### src/rtl/mbox_pkg.sv
package mbox_pkg;
   localparam int FN_W        = 8;
   localparam int CMD_SEND    = 0;
   localparam int CMD_RCV     = 1;
   localparam int ACK_CLR_BIT = 8;
   localparam int ST_IPEND    = 0;
   localparam int ST_OBUSY    = 1;
   localparam int ST_ACK      = 2;
   localparam int ST_SRC_LSB  = 4;

   typedef enum logic [1:0] {
      SEL_CMD    = 2'd0,
      SEL_TGT    = 2'd1,
      SEL_ACKCLR = 2'd2,
      SEL_OMM    = 2'd3
   } wr_sel_e;
endpackage

### src/rtl/mbox_evq.sv
module mbox_evq #(
   parameter int DEPTH = 4,
   parameter int W     = 3
) (
   input  logic                          clk,
   input  logic                          rst_n,
   input  logic                          push,
   input  logic [W-1:0]                  push_data,
   input  logic                          pop,
   output logic [W-1:0]                  head,
   output logic                          empty,
   output logic                          full,
   output logic [$clog2(DEPTH+1)-1:0]    count
);
   localparam int AW = (DEPTH > 1) ? $clog2(DEPTH) : 1;
   localparam int CW = $clog2(DEPTH + 1);
   localparam logic [AW-1:0] LAST = AW'(DEPTH - 1);
   localparam logic [CW-1:0] FULL_CNT = CW'(DEPTH);

   logic [W-1:0]  slot [DEPTH];
   logic [AW-1:0] rd_p, wr_p;
   logic          do_push, do_pop;

   function automatic logic [AW-1:0] bump(input logic [AW-1:0] p);
      return (p == LAST) ? '0 : p + AW'(1);
   endfunction

   assign empty   = (count == '0);
   assign full    = (count == FULL_CNT);
   assign do_push = push && !full;
   assign do_pop  = pop && !empty;
   assign head    = empty ? '0 : slot[rd_p];

   always_ff @(posedge clk) begin
      if (do_push) slot[wr_p] <= push_data;
   end

   always_ff @(posedge clk) begin
      if (!rst_n) begin
         rd_p  <= '0;
         wr_p  <= '0;
         count <= '0;
      end else begin
         if (do_push) wr_p <= bump(wr_p);
         if (do_pop)  rd_p <= bump(rd_p);
         case ({do_push, do_pop})
            2'b10:   count <= count + CW'(1);
            2'b01:   count <= count - CW'(1);
            default: count <= count;
         endcase
      end
   end
endmodule

### src/rtl/mbox_sr_vec.sv
module mbox_sr_vec #(
   parameter int W = 8
) (
   input  logic         clk,
   input  logic         rst_n,
   input  logic [W-1:0] set,
   input  logic [W-1:0] clr,
   output logic [W-1:0] q
);
   always_ff @(posedge clk) begin
      if (!rst_n) q <= '0;
      else        q <= (q & ~clr) | set;
   end
endmodule

### src/rtl/mbox_status_ctrl.sv
module mbox_status_ctrl import mbox_pkg::*; #(
   parameter int NUM_FN = 8,
   parameter int QDEPTH = 4,
   parameter bit ERR_EN = 1'b1
) (
   input  logic              clk,
   input  logic              rst_n,
   input  logic              wr_en,
   input  logic [FN_W-1:0]   wr_fn,
   input  logic [1:0]        wr_sel,
   input  logic [31:0]       wr_data,
   output logic [NUM_FN-1:0] omm_we,
   output logic              wr_err,
   input  logic [FN_W-1:0]   rd_fn,
   output logic [31:0]       rd_status
);
   localparam int IW = (NUM_FN > 1) ? $clog2(NUM_FN) : 1;
   localparam int CW = $clog2(QDEPTH + 1);
   localparam logic [FN_W:0]     FN_LIM  = (FN_W + 1)'(NUM_FN);
   localparam logic [NUM_FN-1:0] VF_MASK = ~(NUM_FN'(1));

   if (NUM_FN < 2 || NUM_FN > 256) begin : g_bad_fn
      $error("mbox_status_ctrl: NUM_FN must lie in 2..256");
   end
   if (QDEPTH < 1) begin : g_bad_depth
      $error("mbox_status_ctrl: QDEPTH must be at least 1");
   end

   wr_sel_e           sel;
   logic              fn_ok, is_pf, data_ok, rd_ok;
   logic [IW-1:0]     fn_idx, data_idx, rd_idx, tgt_q;
   logic [FN_W-1:0]   data_fn;
   logic [NUM_FN-1:0] fn_oh, tgt_oh, data_oh, head_oh;
   logic [NUM_FN-1:0] vf_busy, vf_ipend, pf_busy, ack;
   logic              do_cmd, pf_send, pf_rcv, vf_send, vf_rcv;
   logic              ack_clr, tgt_wr, omm_try, busy_cur;
   logic              q_empty, q_full;
   logic [IW-1:0]     q_head;
   logic [CW-1:0]     q_count;
   logic              unused_bits;

   function automatic logic [NUM_FN-1:0] onehot(input logic [IW-1:0] i);
      logic [NUM_FN-1:0] v;
      v = '0;
      v[i] = 1'b1;
      return v;
   endfunction

   assign sel         = wr_sel_e'(wr_sel);
   assign fn_ok       = {1'b0, wr_fn} < FN_LIM;
   assign is_pf       = (wr_fn == '0);
   assign fn_idx      = wr_fn[IW-1:0];
   assign data_fn     = wr_data[FN_W-1:0];
   assign data_ok     = {1'b0, data_fn} < FN_LIM;
   assign data_idx    = data_fn[IW-1:0];
   assign unused_bits = ^wr_data[31:ACK_CLR_BIT+1];

   assign fn_oh   = fn_ok ? onehot(fn_idx) : '0;
   assign tgt_oh  = onehot(tgt_q);
   assign data_oh = onehot(data_idx);
   assign head_oh = onehot(q_head);

   // command decode
   assign do_cmd  = wr_en && fn_ok && (sel == SEL_CMD);
   assign pf_send = do_cmd && is_pf && wr_data[CMD_SEND] && (tgt_q != '0);
   assign pf_rcv  = do_cmd && is_pf && wr_data[CMD_RCV] && !q_empty;
   assign vf_send = do_cmd && !is_pf && wr_data[CMD_SEND] && !vf_busy[fn_idx] && !q_full;
   assign vf_rcv  = do_cmd && !is_pf && wr_data[CMD_RCV];
   assign ack_clr = wr_en && fn_ok && is_pf && (sel == SEL_ACKCLR) &&
                    wr_data[ACK_CLR_BIT] && data_ok;
   assign tgt_wr  = wr_en && fn_ok && is_pf && (sel == SEL_TGT) &&
                    data_ok && (data_fn != '0);

   always_ff @(posedge clk) begin
      if (!rst_n)      tgt_q <= '0;
      else if (tgt_wr) tgt_q <= data_idx;
   end

   // per-function state, set wins over clear
   mbox_sr_vec #(.W(NUM_FN)) u_vf_busy (
      .clk(clk), .rst_n(rst_n),
      .set(vf_send ? (fn_oh & VF_MASK) : '0),
      .clr(pf_rcv ? head_oh : '0),
      .q(vf_busy));

   mbox_sr_vec #(.W(NUM_FN)) u_vf_ipend (
      .clk(clk), .rst_n(rst_n),
      .set(pf_send ? (tgt_oh & VF_MASK) : '0),
      .clr(vf_rcv ? fn_oh : '0),
      .q(vf_ipend));

   mbox_sr_vec #(.W(NUM_FN)) u_pf_busy (
      .clk(clk), .rst_n(rst_n),
      .set(pf_send ? (tgt_oh & VF_MASK) : '0),
      .clr(vf_rcv ? fn_oh : '0),
      .q(pf_busy));

   mbox_sr_vec #(.W(NUM_FN)) u_ack (
      .clk(clk), .rst_n(rst_n),
      .set(vf_rcv ? (fn_oh & pf_busy & VF_MASK) : '0),
      .clr(ack_clr ? data_oh : '0),
      .q(ack));

   mbox_evq #(.DEPTH(QDEPTH), .W(IW)) u_evq (
      .clk(clk), .rst_n(rst_n),
      .push(vf_send), .push_data(fn_idx),
      .pop(pf_rcv), .head(q_head),
      .empty(q_empty), .full(q_full), .count(q_count));

   // outgoing mailbox write gating
   assign omm_try  = wr_en && fn_ok && (sel == SEL_OMM);
   assign busy_cur = is_pf ? pf_busy[tgt_q] : vf_busy[fn_idx];
   assign omm_we   = (omm_try && !busy_cur) ? fn_oh : '0;

   if (ERR_EN) begin : g_err
      assign wr_err = omm_try && busy_cur;
   end else begin : g_no_err
      assign wr_err = 1'b0;
   end

   // status read
   assign rd_ok  = {1'b0, rd_fn} < FN_LIM;
   assign rd_idx = rd_fn[IW-1:0];

   always_comb begin
      rd_status = '0;
      if (rd_ok) begin
         if (rd_fn == '0) begin
            rd_status[ST_IPEND] = !q_empty;
            rd_status[ST_OBUSY] = pf_busy[tgt_q];
            rd_status[ST_ACK]   = |ack;
            rd_status[ST_SRC_LSB +: FN_W] = FN_W'(q_head);
         end else begin
            rd_status[ST_IPEND] = vf_ipend[rd_idx];
            rd_status[ST_OBUSY] = vf_busy[rd_idx];
         end
      end
   end
endmodule

### config.mk
export PLATFORM = sky130hd
export DESIGN_NAME = mbox_status_ctrl
export DESIGN_NICKNAME = d
export VERILOG_FILES = /design/src/rtl/mbox_pkg.sv /design/src/rtl/mbox_evq.sv /design/src/rtl/mbox_sr_vec.sv /design/src/rtl/mbox_status_ctrl.sv
export SDC_FILE = /design/constraint.sdc
export NUM_CORES = 1
export LEC_CHECK = 0
export ABC_AREA = 1
export BUFFER_PORTS_ARGS = -buffer_cell sky130_fd_sc_hd__buf_4
export CAP_MARGIN = 30
export CORE_MARGIN = 10
export CORE_UTILIZATION = 48
export DETAILED_ROUTE_END_ITERATION = 10
export GPL_TIMING_DRIVEN = 0
export PLACE_DENSITY_LB_ADDON = 0.2
export SETUP_SLACK_MARGIN = 0.2
export SLEW_MARGIN = 20
export SYNTH_ARGS = -nofsm -noshare
export SYNTH_HDL_FRONTEND = slang
export SYNTH_HIERARCHICAL = 1
export SYNTH_SLANG_ARGS = --single-unit
### constraint.sdc
create_clock -name clk -period 1.8 [get_ports clk]
set_input_delay 0.18 -clock clk [delete_from_list [all_inputs] [get_ports clk]]
set_output_delay 0.18 -clock clk [all_outputs]
set_load 0.01 [all_outputs]
Word level (Yosys, flattened, before mapping)
Memories as Yosys holds them, arrays and structs flattened. A register that Yosys moved wholly into a read port is not among the register bits.
Index checks and enable logic that the tools add are counted.
Widths: inputs -> output; s select.
{"block": "classes", "addsub": 4, "n_lt_le_gt_ge": 12, "eq_ne": 8, "n_mux": 38, "n_bitwise": 12, "reduce_logical": 41}
{"cell": "$mux 8", "count": 9}
{"cell": "$and 8x8->8", "count": 5}
{"cell": "$or 8x8->8", "count": 4}
{"cell": "$logic_and 1x1->1", "count": 28}
{"cell": "$lt 8x4->1 const B", "count": 3}
{"cell": "$not 8->8", "count": 3}
{"cell": "$lt 3x4->1 const B", "count": 5}
{"cell": "$logic_not 8->1", "count": 2}
{"cell": "$bmux 1 s3", "count": 4}
{"cell": "$demux 1 s3", "count": 4}
{"cell": "$ge 3x1->1 const B", "count": 4}
{"cell": "$mux 1", "count": 12}
{"cell": "$eq 2x2->1 const B", "count": 5}
{"cell": "$mux 2", "count": 5}
{"cell": "$mux 3", "count": 3}
{"cell": "$reduce_bool 8->1", "count": 1}
{"cell": "$reduce_or 8->1", "count": 1}
{"cell": "$pmux 3 s2", "count": 1}
{"cell": "$logic_not 1->1", "count": 5}
{"cell": "$add 2x1->2 const B", "count": 2}
{"cell": "$eq 2x1->1 const B", "count": 2}
{"cell": "$add 3x1->3 const B", "count": 1}
{"cell": "$eq 3x3->1 const B", "count": 1}
{"cell": "$logic_not 3->1", "count": 1}
{"cell": "4 further kinds", "count": 4}
{"block": "word_totals", "regBits": 42, "ram_bits": 12, "in_bits": 53, "out_inout_bits": 41, "word_cells": 124, "mem_count": 1}
{"name": "u_evq.slot", "words": 4, "word_bits": 3, "read_ports": 1, "rd_ports_with_merged_regs": 1, "wr": 1, "line": "mbox_evq.sv:20", "rtl": "logic [W-1:0] slot [DEPTH];"}

Logic depth before layout (Yosys ltp)
{"block": "logic_depth", "ltp_word": 10, "depth_mapped": 17, "ltp_nobuf": 17}

Hierarchy
Netlist, hierarchy kept.
{"module": "mbox_status_ctrl", "instances": 1, "cells_per_inst": 278, "area_each_um2": 1347.5, "seq_area_each_um2": 60.1}
{"module": "mbox_sr_vec", "instances": 4, "cells_per_inst": 41, "area_each_um2": 294.0, "seq_area_each_um2": 160.2}
{"module": "mbox_evq", "instances": 1, "cells_per_inst": 109, "area_each_um2": 978.4, "seq_area_each_um2": 540.5}

Worst setup path after synthesis
OpenSTA, ideal clock, no wires.
{"block": "synth_timing", "kind": "flip-flop to flip-flop", "from": "register u_evq.count[2]", "to": "register u_evq.count[2]", "setup_time_ns": 0.110, "arrival_ns": 1.888, "required_time_ns": 1.690, "path_slack_ns": -0.198, "stages_incl_launch_ff": 17, "n_path_buf": 0, "synth_period_minus_slack_ns": 1.998, "cell_sequence": "dfxtp_1 -> inv_1 -> nand2_2 -> inv_1 -> nor2_1 -> and3_1 -> nand2_2 -> inv_1 -> ha_1 -> inv_1 -> fa_1 -> inv_1 -> nand2_1 -> nand3_1 -> nand2_1 -> inv_1 -> nor2_1"}
{"block": "synth_via", "elab_chain_cells": 6, "word_cells_on_any_way": 14, "cone_classes": "2 x add/sub; 3 x eq/ne; 1 x mux; 8 x reduce/logical"}
{"element": "start: declaration", "line": "mbox_evq.sv:13", "rtl": "output logic [$clog2(DEPTH+1)-1:0] count"}
{"element": "start signal: assignment", "line": "mbox_evq.sv:47", "rtl": "2'b10: count <= count + CW'(1);"}
{"element": "start signal: assignment", "line": "mbox_evq.sv:48", "rtl": "2'b01: count <= count - CW'(1);"}
{"element": "start signal: assignment", "line": "mbox_evq.sv:49", "rtl": "default: count <= count;"}
{"element": "$logic_not 3->1 (*)", "line": "mbox_evq.sv:28", "rtl": "assign empty = (count == '0);"}
{"element": "net q_empty", "line": "mbox_status_ctrl.sv:37", "rtl": "logic q_empty, q_full;"}
{"element": "$logic_not 1->1 (*)", "line": "mbox_status_ctrl.sv:66", "rtl": "assign pf_rcv = do_cmd && is_pf && wr_data[CMD_RCV] && !q_empty;"}
{"element": "$logic_and 1x1->1 (*)", "line": "mbox_status_ctrl.sv:66"}
{"element": "net pf_rcv", "line": "mbox_status_ctrl.sv:35", "rtl": "logic do_cmd, pf_send, pf_rcv, vf_send, vf_rcv;"}
{"element": "$logic_and 1x1->1 (*)", "line": "mbox_evq.sv:31", "rtl": "assign do_pop = pop && !empty;"}
{"element": "$eq 2x1->1 or $eq 2x2->1 (tied branches)", "line": "mbox_evq.sv:46", "rtl": "case ({do_push, do_pop})"}
{"element": "$pmux 3 s2 or $reduce_bool 2->1 (tied branches)"}
Mark *: on every way through the listed nets, which the timed path passes. The rest lies on a longest branch.
A chain may end at the register's enable or synchronous reset.

Worst setup path in the final report
Ends and elaborated chain as after synthesis.

==> metrics <==
routability cong.=about 0.91; Max-Cap Viols=0; Leakage=1.905 nW; Final Max Slew Viols=0; Initial Util=between 50% and 60%; crit path launch=u_evq/count[2]; Filler Cell Count=636; fraction of layout cells with a size suffix above 1=between 30% and 40%; Routed WL per cell=12.89 um; # DRC=0; Crit path depth=15; via count=3468; Post-Syn Area=between 3000 and 4000 um^2; largest net degree at the start of global routing=20; IO Pins=94; row count=30; critical path's top delay family=simple AND/OR/NAND/NOR gates; reg2reg setup slack=-0.17 ns; Clock Sink Count=55; Crit Reg-Reg Startpoint=u_evq/count[2]; first-pass GRT wire length=roughly 15 mm; commonest non-fill, non-tap cells in the layout=inv_1 (105), nand2_1 (104), buf_4 (75); Overall Global Routing Usage=between 10% and 20%; fin nets=about 700; commonest non-fill, non-tap cell in the layout=inv_1; WP buf/inv=5; Antenna Cells=0; hold_buf cts=0; Top Usage Layer GRT=met2; fin crit period=slightly below 2 ns; reg2reg path depth=15; Die Span Y=between 100 and 150 um; Final Worst Setup Slack=-0.1713 ns; CTS clk-pin slew, worst paths=0.11 ns; status=finished, violations left; post-detailed-routing wire length=~9.5 mm; Slowest-stage cell, CP=fa_2; arrival time worst endpoint=roughly 2.2 ns; met3 usage=under 10%; CP endpoint kind=flop; initial antenna violation count=0; crit-path max cell delay=~0.38 ns; Hold Crit Class=in2reg; Syn-to-layout area delta=35.05%; grt met1 use=17.91%; failing checks=negative setup slack; worst r2r dst=u_evq/count[2]; vias per cell=around 4.7; GRT met2 Usage=between 20% and 30%; Setup TNS=-0.7938 ns; Worst Path Max Fanout=3; Req. time, crit path=a little over 2 ns; CP Class=reg2reg; Core ar.=between 6000 and 7000 um^2; first-pass iteration count of the detailed router=5; Hold WS=0.1163 ns; CTS tree=done; Setup Skew=0.01161 ns; Die Wd=~100 um; CTS buffer count=5; Clk Latency, worst-skew pair=0.32 ns; cell repeated most along the worst path=inv_4; Final period util=109.5%; VDD IR max=346.8 uV; number of I/O port buffers=44; synthesized area per cell=approximately 6.3 um^2; Die ar.=11020 um^2; Final ANT Viol Nets=0; worst setup path endpoint=u_evq/count[2]; Iter 0 DRT Violations=212; htree depth=2; startpoint types=flop; crit path cell chain=inv_1 > nand2_2 > inv_4 > nor2_4 > and3_4 > nand2_4 > inv_4 > ha_4 > inv_4 > fa_2 > nand2_2 > nand3_1 > nand2_1 > inv_1 > nor2_1; Root Driver=clkbuf_8; post-synthesis cell count=546; post-DP HPWL=7.225 mm; Congestion Overflow GR=0; Hold Vio Cnt, Final=0; deepest clock path buffer count=2; Synth Warn #=6; pwr/cell area=486.1 nW/um^2; final setup fails=11; vias in the first global route=~3400; max frequency=0.5073 GHz; unrepaired setup endpoints after global routing=true
-- worst min-delay path by stage --
stage	startpoint	slack (ns)	cells past startpoint	end
3_5_place_dp	wr_fn[2]	0.44	1	u_evq/slot[1][2]
5_1_grt	wr_fn[0]	0.10	1	u_evq/slot[1][0]
6_report	wr_fn[0]	0.12	1	u_evq/slot[3][0]
4_1_cts	wr_fn[2]	0.11	1	u_evq/slot[1][2]
3_3_place_gp	wr_fn[1]	0.43	1	u_evq/slot[1][1]
2_1_floorplan	wr_fn[0]	0.28	0	u_evq/slot[0][0]
-- cell type report --
type / count / area [um^2] / area share [%]
clock buffers: 5 / 68.82 / 1.470
plain buffers: 28 / 211.5 / 4.518
flip-flops and latches: 55 / 1251 / 26.73
well taps: 96 / 120.1 / 2.566
inverters: 128 / 495.5 / 10.59
multi-input cells: 364 / 1999 / 42.72
clock inverters: 3 / 27.53 / 0.5881
repair buffers: 61 / 506.7 / 10.83
-- report_power, final --
| group | internal, mW | switching [mW] | leakage [nW] | total, mW |
|---|---|---|---|---|
| Clock | 0.287 | 0.448 | 0.0463 | 0.735 |
| Sequential | 1.26 | 0.00300 | 0.464 | 1.26 |
| Combinational | 0.122 | 0.159 | 1.39 | 0.281 |
-- per-stage QoR --
step / instance area, um^2 / setup slack [ns] / utilization [%] / instances / power [mW]
2_1_floorplan: 3615 / -0.08808 / - / 575 / 1.442
3_3_place_gp: 4065 / -0.4179 / 58.86 / 715 / 1.534
3_5_place_dp: 4065 / -0.5091 / 58.86 / 715 / 1.538
4_1_cts: 4389 / -0.07702 / 63.55 / 735 / 2.254
5_1_grt: 4681 / -0.2857 / 67.77 / 740 / 2.368
6_report: 4681 / -0.1713 / 67.77 / 740 / 2.275
-- what timing repair did --
item | 4_1_cts | 5_1_grt
pin swaps | 11 | 30
endpoints found under the setup margin | 29 | 42
setup buffers | 12 | 5
gates resized for setup | 53 | 76
-- flip-flops by register name (all words and copies together) (netlist names), named ones only --
register / cells
u_evq/wr_p: 2
u_evq/count: 3
u_pf_busy/q: 8
tgt_q: 3
u_vf_busy/q: 8
u_ack/q: 8
u_vf_ipend/q: 7
u_evq/slot: 12
u_evq/rd_p: 2
-- per-layer routing --
layer  up-vias  routed length (um)
li1       1781                   -
met1      1547                3715
met2       116                4893
met3        24                 727
met4         0                 203
met5         -                   0
-- worst register-to-register path: stages, from the launching register on --
cell     delay [ns]
dfxtp_2        0.35
inv_1          0.06
nand2_2        0.10
inv_4          0.05
nor2_4         0.09
and3_4         0.21
nand2_4        0.06
inv_4          0.06
ha_4           0.14
inv_4          0.04
fa_2           0.38
nand2_2        0.10
nand3_1        0.10
nand2_1        0.07
inv_1          0.03
nor2_1         0.07
Note: power is estimated with default switching activity, not from simulation.
